===== config.mk =====
export PLATFORM = sky130hd
export DESIGN_NAME = sclk_ratio_gen
export DESIGN_NICKNAME = d
export VERILOG_FILES = /design/src/rtl/sclk_div_pkg.sv /design/src/rtl/sclk_ratio_lut.sv /design/src/rtl/sclk_phase_fsm.sv /design/src/rtl/sclk_ratio_gen.sv
export SDC_FILE = /design/constraint.sdc
export NUM_CORES = 1
export LEC_CHECK = 0
export ABC_CLOCK_PERIOD_IN_PS = 2650
export BUFFER_PORTS_ARGS = -buffer_cell sky130_fd_sc_hd__buf_2
export CORE_MARGIN = 4
export CORE_UTILIZATION = 60
export DETAILED_ROUTE_END_ITERATION = 16
export PLACE_DENSITY = 0.8
export SKIP_LAST_GASP = 1
export SYNTH_ARGS = -nofsm -noshare
export SYNTH_HDL_FRONTEND = slang
export SYNTH_HIERARCHICAL = 1
export SYNTH_SLANG_ARGS = --single-unit

===== constraint.sdc =====
create_clock -name clk -period 2.65 [get_ports clk]
set_input_delay 0.795 -clock clk [delete_from_list [all_inputs] [get_ports clk]]
set_output_delay 0.795 -clock clk [all_outputs]
set_load 0.03 [all_outputs]

===== src/rtl/sclk_div_pkg.sv =====
package sclk_div_pkg;

    typedef enum logic [1:0] {
        PH_IDLE  = 2'd0,
        PH_LEAD  = 2'd1,
        PH_TRAIL = 2'd2
    } ph_state_e;

    // Ratio ladder: odd index -> 3*2^k, even index -> 2^k, index 0 unused.
    function automatic int unsigned ratio_of(input int unsigned idx);
        if (idx == 0)
            return 0;
        else if (idx[0])
            return 32'd3 << ((idx - 1) / 2);
        else
            return 32'd1 << (idx / 2 + 1);
    endfunction

endpackage


===== src/rtl/sclk_ratio_lut.sv =====
module sclk_ratio_lut
    import sclk_div_pkg::*;
#(
    parameter int CODE_W     = 5,
    parameter int MAX_CODE   = 18,
    parameter bit ALLOW_DIV3 = 1'b0,
    parameter int CNT_W      = 11
) (
    input  logic [CODE_W-1:0] code,
    output logic [CNT_W-1:0]  lead_len,
    output logic [CNT_W-1:0]  trail_len
);

    localparam int MIN_CODE = ALLOW_DIV3 ? 1 : 2;

    int unsigned eff_code;
    int unsigned ratio;

    always_comb begin
        if (int'(code) > MAX_CODE)
            eff_code = MAX_CODE;
        else if (int'(code) < MIN_CODE)
            eff_code = MIN_CODE;
        else
            eff_code = int'(code);
        ratio     = ratio_of(eff_code);
        lead_len  = CNT_W'(ratio / 2);
        trail_len = CNT_W'(ratio - ratio / 2);
    end

endmodule


===== src/rtl/sclk_phase_fsm.sv =====
module sclk_phase_fsm
    import sclk_div_pkg::*;
#(
    parameter int CNT_W = 11
) (
    input  logic             clk,
    input  logic             rst_n,
    input  logic             en,
    input  logic             cpol,
    input  logic [CNT_W-1:0] lead_len,
    input  logic [CNT_W-1:0] trail_len,
    output logic             sclk,
    output logic             lead_stb,
    output logic             trail_stb
);

    ph_state_e        state_q, state_d;
    logic [CNT_W-1:0] cnt_q, cnt_d;
    logic [CNT_W-1:0] trail_q, trail_d;
    logic             first_q, first_d;

    // State register
    always_ff @(posedge clk or negedge rst_n) begin
        if (!rst_n) begin
            state_q <= PH_IDLE;
            cnt_q   <= '0;
            trail_q <= '0;
            first_q <= 1'b0;
        end else begin
            state_q <= state_d;
            cnt_q   <= cnt_d;
            trail_q <= trail_d;
            first_q <= first_d;
        end
    end

    // Transitions; ratio is captured only when an active phase begins
    always_comb begin
        state_d = state_q;
        cnt_d   = cnt_q;
        trail_d = trail_q;
        first_d = 1'b0;
        unique case (state_q)
            PH_IDLE: begin
                if (en) begin
                    state_d = PH_LEAD;
                    cnt_d   = lead_len - 1'b1;
                    trail_d = trail_len;
                    first_d = 1'b1;
                end
            end
            PH_LEAD: begin
                if (!en) begin
                    state_d = PH_IDLE;
                end else if (cnt_q == '0) begin
                    state_d = PH_TRAIL;
                    cnt_d   = trail_q - 1'b1;
                    first_d = 1'b1;
                end else begin
                    cnt_d = cnt_q - 1'b1;
                end
            end
            PH_TRAIL: begin
                if (!en) begin
                    state_d = PH_IDLE;
                end else if (cnt_q == '0) begin
                    state_d = PH_LEAD;
                    cnt_d   = lead_len - 1'b1;
                    trail_d = trail_len;
                    first_d = 1'b1;
                end else begin
                    cnt_d = cnt_q - 1'b1;
                end
            end
            default: state_d = PH_IDLE;
        endcase
    end

    // Outputs
    always_comb begin
        sclk      = cpol;
        lead_stb  = 1'b0;
        trail_stb = 1'b0;
        if (en) begin
            if (state_q == PH_LEAD) begin
                sclk     = ~cpol;
                lead_stb = first_q;
            end else if (state_q == PH_TRAIL) begin
                trail_stb = first_q;
            end
        end
    end

endmodule


===== src/rtl/sclk_ratio_gen.sv =====
module sclk_ratio_gen
    import sclk_div_pkg::*;
#(
    parameter int CODE_W     = 5,
    parameter int MAX_CODE   = 18,
    parameter bit ALLOW_DIV3 = 1'b0
) (
    input  logic              clk,
    input  logic              rst_n,
    input  logic              en,
    input  logic [CODE_W-1:0] rate_code,
    input  logic              cpol,
    output logic              sclk,
    output logic              lead_stb,
    output logic              trail_stb
);

    localparam int CNT_W = $clog2(ratio_of(MAX_CODE) + 1);

    logic [CNT_W-1:0] lead_len;
    logic [CNT_W-1:0] trail_len;

    sclk_ratio_lut #(
        .CODE_W    (CODE_W),
        .MAX_CODE  (MAX_CODE),
        .ALLOW_DIV3(ALLOW_DIV3),
        .CNT_W     (CNT_W)
    ) u_lut (
        .code     (rate_code),
        .lead_len (lead_len),
        .trail_len(trail_len)
    );

    sclk_phase_fsm #(
        .CNT_W(CNT_W)
    ) u_fsm (
        .clk      (clk),
        .rst_n    (rst_n),
        .en       (en),
        .cpol     (cpol),
        .lead_len (lead_len),
        .trail_len(trail_len),
        .sclk     (sclk),
        .lead_stb (lead_stb),
        .trail_stb(trail_stb)
    );

endmodule


==> results of run 1 <==
Yosys cell counts, types with 2 or more instances:
cell,number,area share [%]
or2_1,2,0.41
nand2_1,20,2.5
o31a_1,2,0.58
nor2_1,38,4.7
nand3_1,4,0.66
a21o_1,2,0.49
xor2_1,6,1.7
o31ai_1,8,2.0
o22a_1,2,0.58
a31oi_1,3,0.62
and3_2,2,0.49
o21a_1,8,2.0
a311oi_1,2,0.58
a211oi_1,3,0.74
ha_1,21,8.6
nor3_2,2,0.66
inv_1,23,2.8
buf_2,4,0.66
o21ai_1,6,0.99
buf_6,6,2.2
nor2b_1,5,1.0
nand2b_1,7,1.4
a2bb2oi_1,2,0.58
nand2b_4,2,0.90
nor3b_1,6,1.5
o21ai_0,14,2.3
nor3_1,13,2.1
xnor2_1,16,4.6
a22o_1,3,0.86
or3_1,4,0.82
nor4_1,5,1.0
a21oi_1,23,3.8
or4b_1,2,0.66
or2_2,2,0.41
or4_1,7,1.7
o22ai_1,6,1.2
and3_1,3,0.62
clkbuf_1,5,0.62
mux2i_1,3,0.99
mux2_1,13,4.8
dfrtp_1,25,21
worst max-delay path, stage by stage:
cell and delay [ns]:
buf_12 0.11, nor3_4 0.22, nand2b_4 0.17, and3_4 0.19, inv_4 0.05, ha_4 0.17, o21a_1 0.13, ha_4 0.17
a311o_1 0.29, or3_4 0.38, a21boi_2 0.16, o22ai_1 0.10, ha_1 0.33, o21a_1 0.18, o31a_1 0.13, nor2b_1 0.12
nor2_1 0.07, a311oi_2 0.27, xor2_1 0.10, mux2_4 0.28
registers in the layout, indices dropped and copies added, names as in the netlist:
| register | count |
|---|---|
| u_fsm/cnt_q | 11 |
| u_fsm/first_q | 1 |
| u_fsm/state_q | 2 |
| u_fsm/trail_q | 11 |
worst min-delay path by stage:
| stage | end | start | depth (start not counted) |
|---|---|---|---|
| 4_1_cts | u_fsm/state_q[0]$_DFFE_PN0P_ | rst_n | 1 |
| 2_1_floorplan | u_fsm/trail_q[10]$_DFFE_PN0P_ | u_fsm/trail_q[10]$_DFFE_PN0P_ | 1 |
| 5_1_grt | u_fsm/cnt_q[2]$_DFFE_PN0P_ | rst_n | 1 |
| 3_5_place_dp | u_fsm/trail_q[10]$_DFFE_PN0P_ | u_fsm/trail_q[10]$_DFFE_PN0P_ | 1 |
| 6_report | u_fsm/state_q[0]$_DFFE_PN0P_ | rst_n | 1 |
| 3_3_place_gp | u_fsm/trail_q[10]$_DFFE_PN0P_ | u_fsm/trail_q[10]$_DFFE_PN0P_ | 1 |
through the flow:
step | setup slack [ns] | setup TNS [ns]
after floorplan | -1.95 | -29.55
after global placement | -1.80 | -30.43
after detailed placement | -1.94 | -32.77
after CTS | -1.51 | -23.75
after global routing | -1.76 | -28.59
final | -1.60 | -26.50
power breakdown:
| group | internal [uW] | switching [uW] |
|---|---|---|
| Sequential | 565 | 287 |
| Combinational | 1090 | 1280 |
| Clock | 107 | 135 |
timing repair:
item / CTS / global route
buffers inserted: 7 / 9
hold buffers: 0 / 0
setup endpoints to repair: 22 / 23
pin swaps: 38 / 40
resized for setup: 41 / 46
routing by layer:
metal,GRT usage (%),part of all wire (%)
met5,0,0
met4,17.2,7.8
met3,2.83,7.3
met2,56.6,49
met1,37.8,36
area by class of cell:
class                      count  area [um^2]
clock buffer                   3         41.3
clock inverter                 1         7.51
fill                         220          490
inverter                      24         95.1
multi-input combinational    303         2640
sequential                    25          626
tap                           67         83.8
timing repair buffer         106          838
logic make-up (layout without fill, tap and decap cells):
| family | after synthesis | in the layout | share of synthesized area, % |
|---|---|---|---|
| AO/OA/AOI/OAI | 106 | 106 | 24.4 |
| XOR/XNOR | 22 | 22 | 6.32 |
| multiplexers | 19 | 19 | 7.39 |
| flip-flops | 25 | 25 | 20.5 |
| adder cells (fa/ha/maj) | 22 | 22 | 9.28 |
| AND/OR/NAND/NOR | 134 | 134 | 25.0 |
| buffers and inverters | 41 | 134 | 7.15 |
==> impl_metrics.ini, run 1 <==
[run_status]
status = finished with violations
violations = setup timing

[floorplanning]
rows = 25
fp.dieH_um = 79.3
start_util_pct = 63.2
pin_count = 12
die_area_um2 = 6280
die_w_um = 79.3
design.core.area_um2 = 4820

[power_and_ir_drop]
worst_ir_drop_vdd_mv = 0.475
total_power_uw = 3460
p_leak_uw = 0.00189
power_density_nw_per_um2 = 800

[placed_design]
gp_congestion = 0.927
place.port_buffers = 11
dpl_cell_area_um2 = 3780
place_inst = 510
dp_hpwl_um = 6640

[clock_network]
cts_root_buf = clkbuf_8
clk_latency_ns = 0.28
h-tree-depth = 1
clk_pin_slew_worst_paths_ns = 0.10
cts_buffer_depth = 2
cts_buffers = 3
cts.sinks = 25
cts_tree = done

[yosys]
syn_nets = 400
synth_cell_types = 80
synth_seq_cells = 25
syn_area_um2 = 3050
yosysWarnings = 6
yosysSeqAreaShare_pct = 20.5
async_flop_share_pct = 100
netlist_instances = 369
synth_ff_type = dfrtp_1
postSynthAreaPerCell_um2 = 8.26
synth_enable_flop_cells = 0

[critical_path]
path_class = input pin to flop
r2r_end = u_fsm/cnt_q[10]$_DFFE_PN0P_
r2r_setup_slack_ns = 0.12
r2r-start = u_fsm/trail_q[0]$_DFFE_PN0P_
cp_max_fo = 5
worstRegToRegCells = 7
crit_path_start = rate_code[3]
end_kind = flop
start_kind = input pin
worstPathArrival_ns = 4.42
required_ns = 2.82
crit_path_end = u_fsm/trail_q[10]$_DFFE_PN0P_

[sta]
post-route-min-period_ns = 4.25
skew_ns = 0.00426
post-route-period-util_pct = 161
timing.final.ws_setup_ns = -1.60
whs_ns = 0.505
slew_violations = 0
grt_setup_unrepaired = true
hold_viol = 0
setup_viol = 22
max_freq_ghz = 0.235
timing.slew.headroom_pct = 61.3
worst_slew_pin_slew_ns = 0.580

[drt]
drt_pass1_iterations = 5
via_per_inst = 6.81
wl_per_cell_um = 22.2
wl_um = 11800
ant_nets = 0
drtIter0Drc = 421
dr_total_vias = 3600
drc = 0

[finish]
areaGrowthSynthToFinish_pct = 42.0
final_cell_mix = buf_4 (86), nor2_1 (32), dfrtp_1 (25), inv_1 (18), nand2_1 (17)
layout_commonest_cell = buf_4
nNetsFinal = 494
final_cell_count_no_fill = 529
final_design_area_no_fill_um2 = 4330
drive_gt1_share_pct = 44.8
final_util_pct = 89.8
n_antenna_cell = 0

[global_route]
grt_antenna_before_repair = 0
grt.overflow.total = 0
grt_usage_pct = 31.9
grt_pass1_wl_um = 15900
grt_pass1_vias = 3344
grt_max_degree = 26

[job]
maxCapViolations = 0

[worst_hold_path]
hp-class = input pin to async pin
No activity file was read; power rests on OpenSTA's default activity.
==> run 2, diff against run 1 <==
Settings changed: SETUP_SLACK_MARGIN set to 0.2.
==> run 2 against run 1 <==
  * The run still ends with setup timing left
  * Hold slack better by 0.0034 ns
  * Global-route usage is 3.8 points higher
  * Cell count up 1.7%
  * Register-to-register slack worse by 0.18 ns
  * Die area is the same
  * Core utilization is 4.1 points higher
  * Combinational power increased by 11%
  * Sequential share of layout area fell by 0.64 points
  * Final area increased by 4.6%
  * Critical path type unchanged
==> impl_metrics.ini, run 2 (synthesis results as in run 1) <==
[run_status]
status = finished with violations
violations = setup timing

[sta]
post-route-period-util_pct = 168
tns_ns = -29.69
max_freq_ghz = 0.225
setup_viol = 22
slew_violations = 0
skew_ns = 0.00250
worst_slew_pin_slew_ns = 0.671
hold_viol = 0
timing.final.ws_setup_ns = -1.80
grt_setup_unrepaired = true
timing.slew.headroom_pct = 55.1
post-route-min-period_ns = 4.45

[clock_network]
cts_buffer_depth = 2
cts-hold-fix-buffers = 0
cts_buffers = 3
clk_pin_slew_worst_paths_ns = 0.10
h-tree-depth = 1
cts_tree = done
clk_latency_ns = 0.28
cts_root_buf = clkbuf_8
cts.sinks = 25

[global_route]
grt_max_degree = 26
grt_usage_pct = 35.7
grt.overflow.total = 0
grt_pass1_wl_um = 17800
grt_antenna_before_repair = 0
grt_pass1_vias = 3669

[critical_path]
worstPathArrival_ns = 4.62
path_class = input pin to flop
end_kind = flop
critPathTopFamily = simple AND/OR/NAND/NOR gates
required_ns = 2.82
slowest_stage = nor3_1
crit_top_cell = buf_6
worstPathCellList = buf_8 -> buf_6 -> buf_12 -> nor3_4 -> nor3_4 -> buf_6 -> ha_4 -> xor2_2 -> mux2_4 -> a21o_1 -> buf_6 -> nor2_1 -> o22ai_2 -> ha_1 -> nor3_1 -> nor2b_1 -> nor2_1 -> a311oi_2 -> xor2_1 -> mux2_4
worstPathBufferInverterCount = 5
cp_max_fo = 3
start_kind = input pin
max_stage_delay_ns = 0.38

[power_and_ir_drop]
worst_ir_drop_vdd_mv = 0.481
power_density_nw_per_um2 = 828
p_leak_uw = 0.00197

[finish]
final_cell_count_no_fill = 538
n_antenna_cell = 0
reg.largest.list = u_fsm/cnt_q x11, u_fsm/trail_q x11, u_fsm/state_q x2
areaGrowthSynthToFinish_pct = 48.5
final_design_area_no_fill_um2 = 4530
drive_gt1_share_pct = 48.0
layout_commonest_cell = buf_4
nNetsFinal = 503
final_cell_mix = buf_4 (89), nor2_1 (28), dfrtp_1 (25), inv_1 (19)

[floorplanning]
fp.dieH_um = 79.3
start_util_pct = 63.2
rows = 25
design.core.area_um2 = 4820
die_w_um = 79.3
pin_count = 12
die_area_um2 = 6280

[placed_design]
dpl_cell_area_um2 = 3770
gp_congestion = 0.948
place.port_buffers = 11
place_ws_ns = -1.90
dp_hpwl_um = 6470
place_inst = 507

[job]
maxCapViolations = 0

[drt]
via_per_inst = 7.77
drtIter0Drc = 649
drt_pass1_iterations = 9
dr_total_vias = 4179
ant_nets = 0
drc = 0
wl_per_cell_um = 27.8
wl_um = 15000

[worst_hold_path]
hp-class = input pin to async pin
[run 2: through the flow]
stage	hold slack [ns]	power, uW	util [%]
3_3_place_gp	0.501	2620	78.3
4_1_cts	0.523	3130	87.3
2_1_floorplan	0.475	2150	-
3_5_place_dp	0.499	2680	78.3
5_1_grt	0.521	3860	93.9
6_report	0.508	3750	93.9
[run 2: report_power, final]
group / switching [uW] / internal [uW]
Sequential: 309 / 565
Clock: 137 / 107
Combinational: 1470 / 1160
Total: 1920 / 1830
[run 2: area by class of cell]
| type | count | area (um^2) |
|---|---|---|
| flip-flops and latches | 25 | 626 |
| repair buffers | 115 | 927 |
| clock buffers | 3 | 41.3 |
| well taps | 67 | 83.8 |
| clock inverters | 1 | 7.51 |
| fillers | 158 | 292 |
| inverters | 24 | 95.1 |
| multi-input cells | 303 | 2750 |
[run 2: timing repair]
item / CTS / global route
endpoints found under the setup margin: 23 / 24
gates resized for setup: 68 / 45
buffers inserted: 13 / 14
pin swaps: 34 / 34
[run 2: worst register-to-register path, stage by stage, from the launching register on]
cell	delay [ns]
dfrtp_1	0.43
inv_1	0.15
ha_1	0.25
or4b_1	0.57
nor4_1	0.55
o31ai_1	0.15
a221oi_2	0.28
a2bb2oi_1	0.24
[run 2: path summary, 6_finish.rpt]
| path | slack, ns | cells after the start | endpoint | startpoint |
|---|---|---|---|---|
| worst min register to register | 0.61 | 1 | u_fsm/trail_q[0]$_DFFE_PN0P_ | u_fsm/trail_q[0]$_DFFE_PN0P_ |
| worst max register to register | -0.06 | 7 | u_fsm/cnt_q[8]$_DFFE_PN0P_ | u_fsm/trail_q[0]$_DFFE_PN0P_ |
| min in group clk | 0.61 | 1 | u_fsm/trail_q[0]$_DFFE_PN0P_ | u_fsm/trail_q[0]$_DFFE_PN0P_ |
| max in group asynchronous | 1.75 | 1 | u_fsm/trail_q[5]$_DFFE_PN0P_ | rst_n |
| worst max-delay path | -1.80 | 20 | u_fsm/trail_q[10]$_DFFE_PN0P_ | rate_code[2] |
| worst min-delay path | 0.51 | 1 | u_fsm/state_q[0]$_DFFE_PN0P_ | rst_n |
[run 2: metal layers]
layer  wire (um)  track usage (%)  vias up  share of wire (%)
met3        1860             5.90      248                 12
met5           0                0        -                  0
li1            -                -     1570                  -
met1        4810             39.5     1844                 32
met4        1960             23.5        0                 13
met2        6350             62.5      517                 42
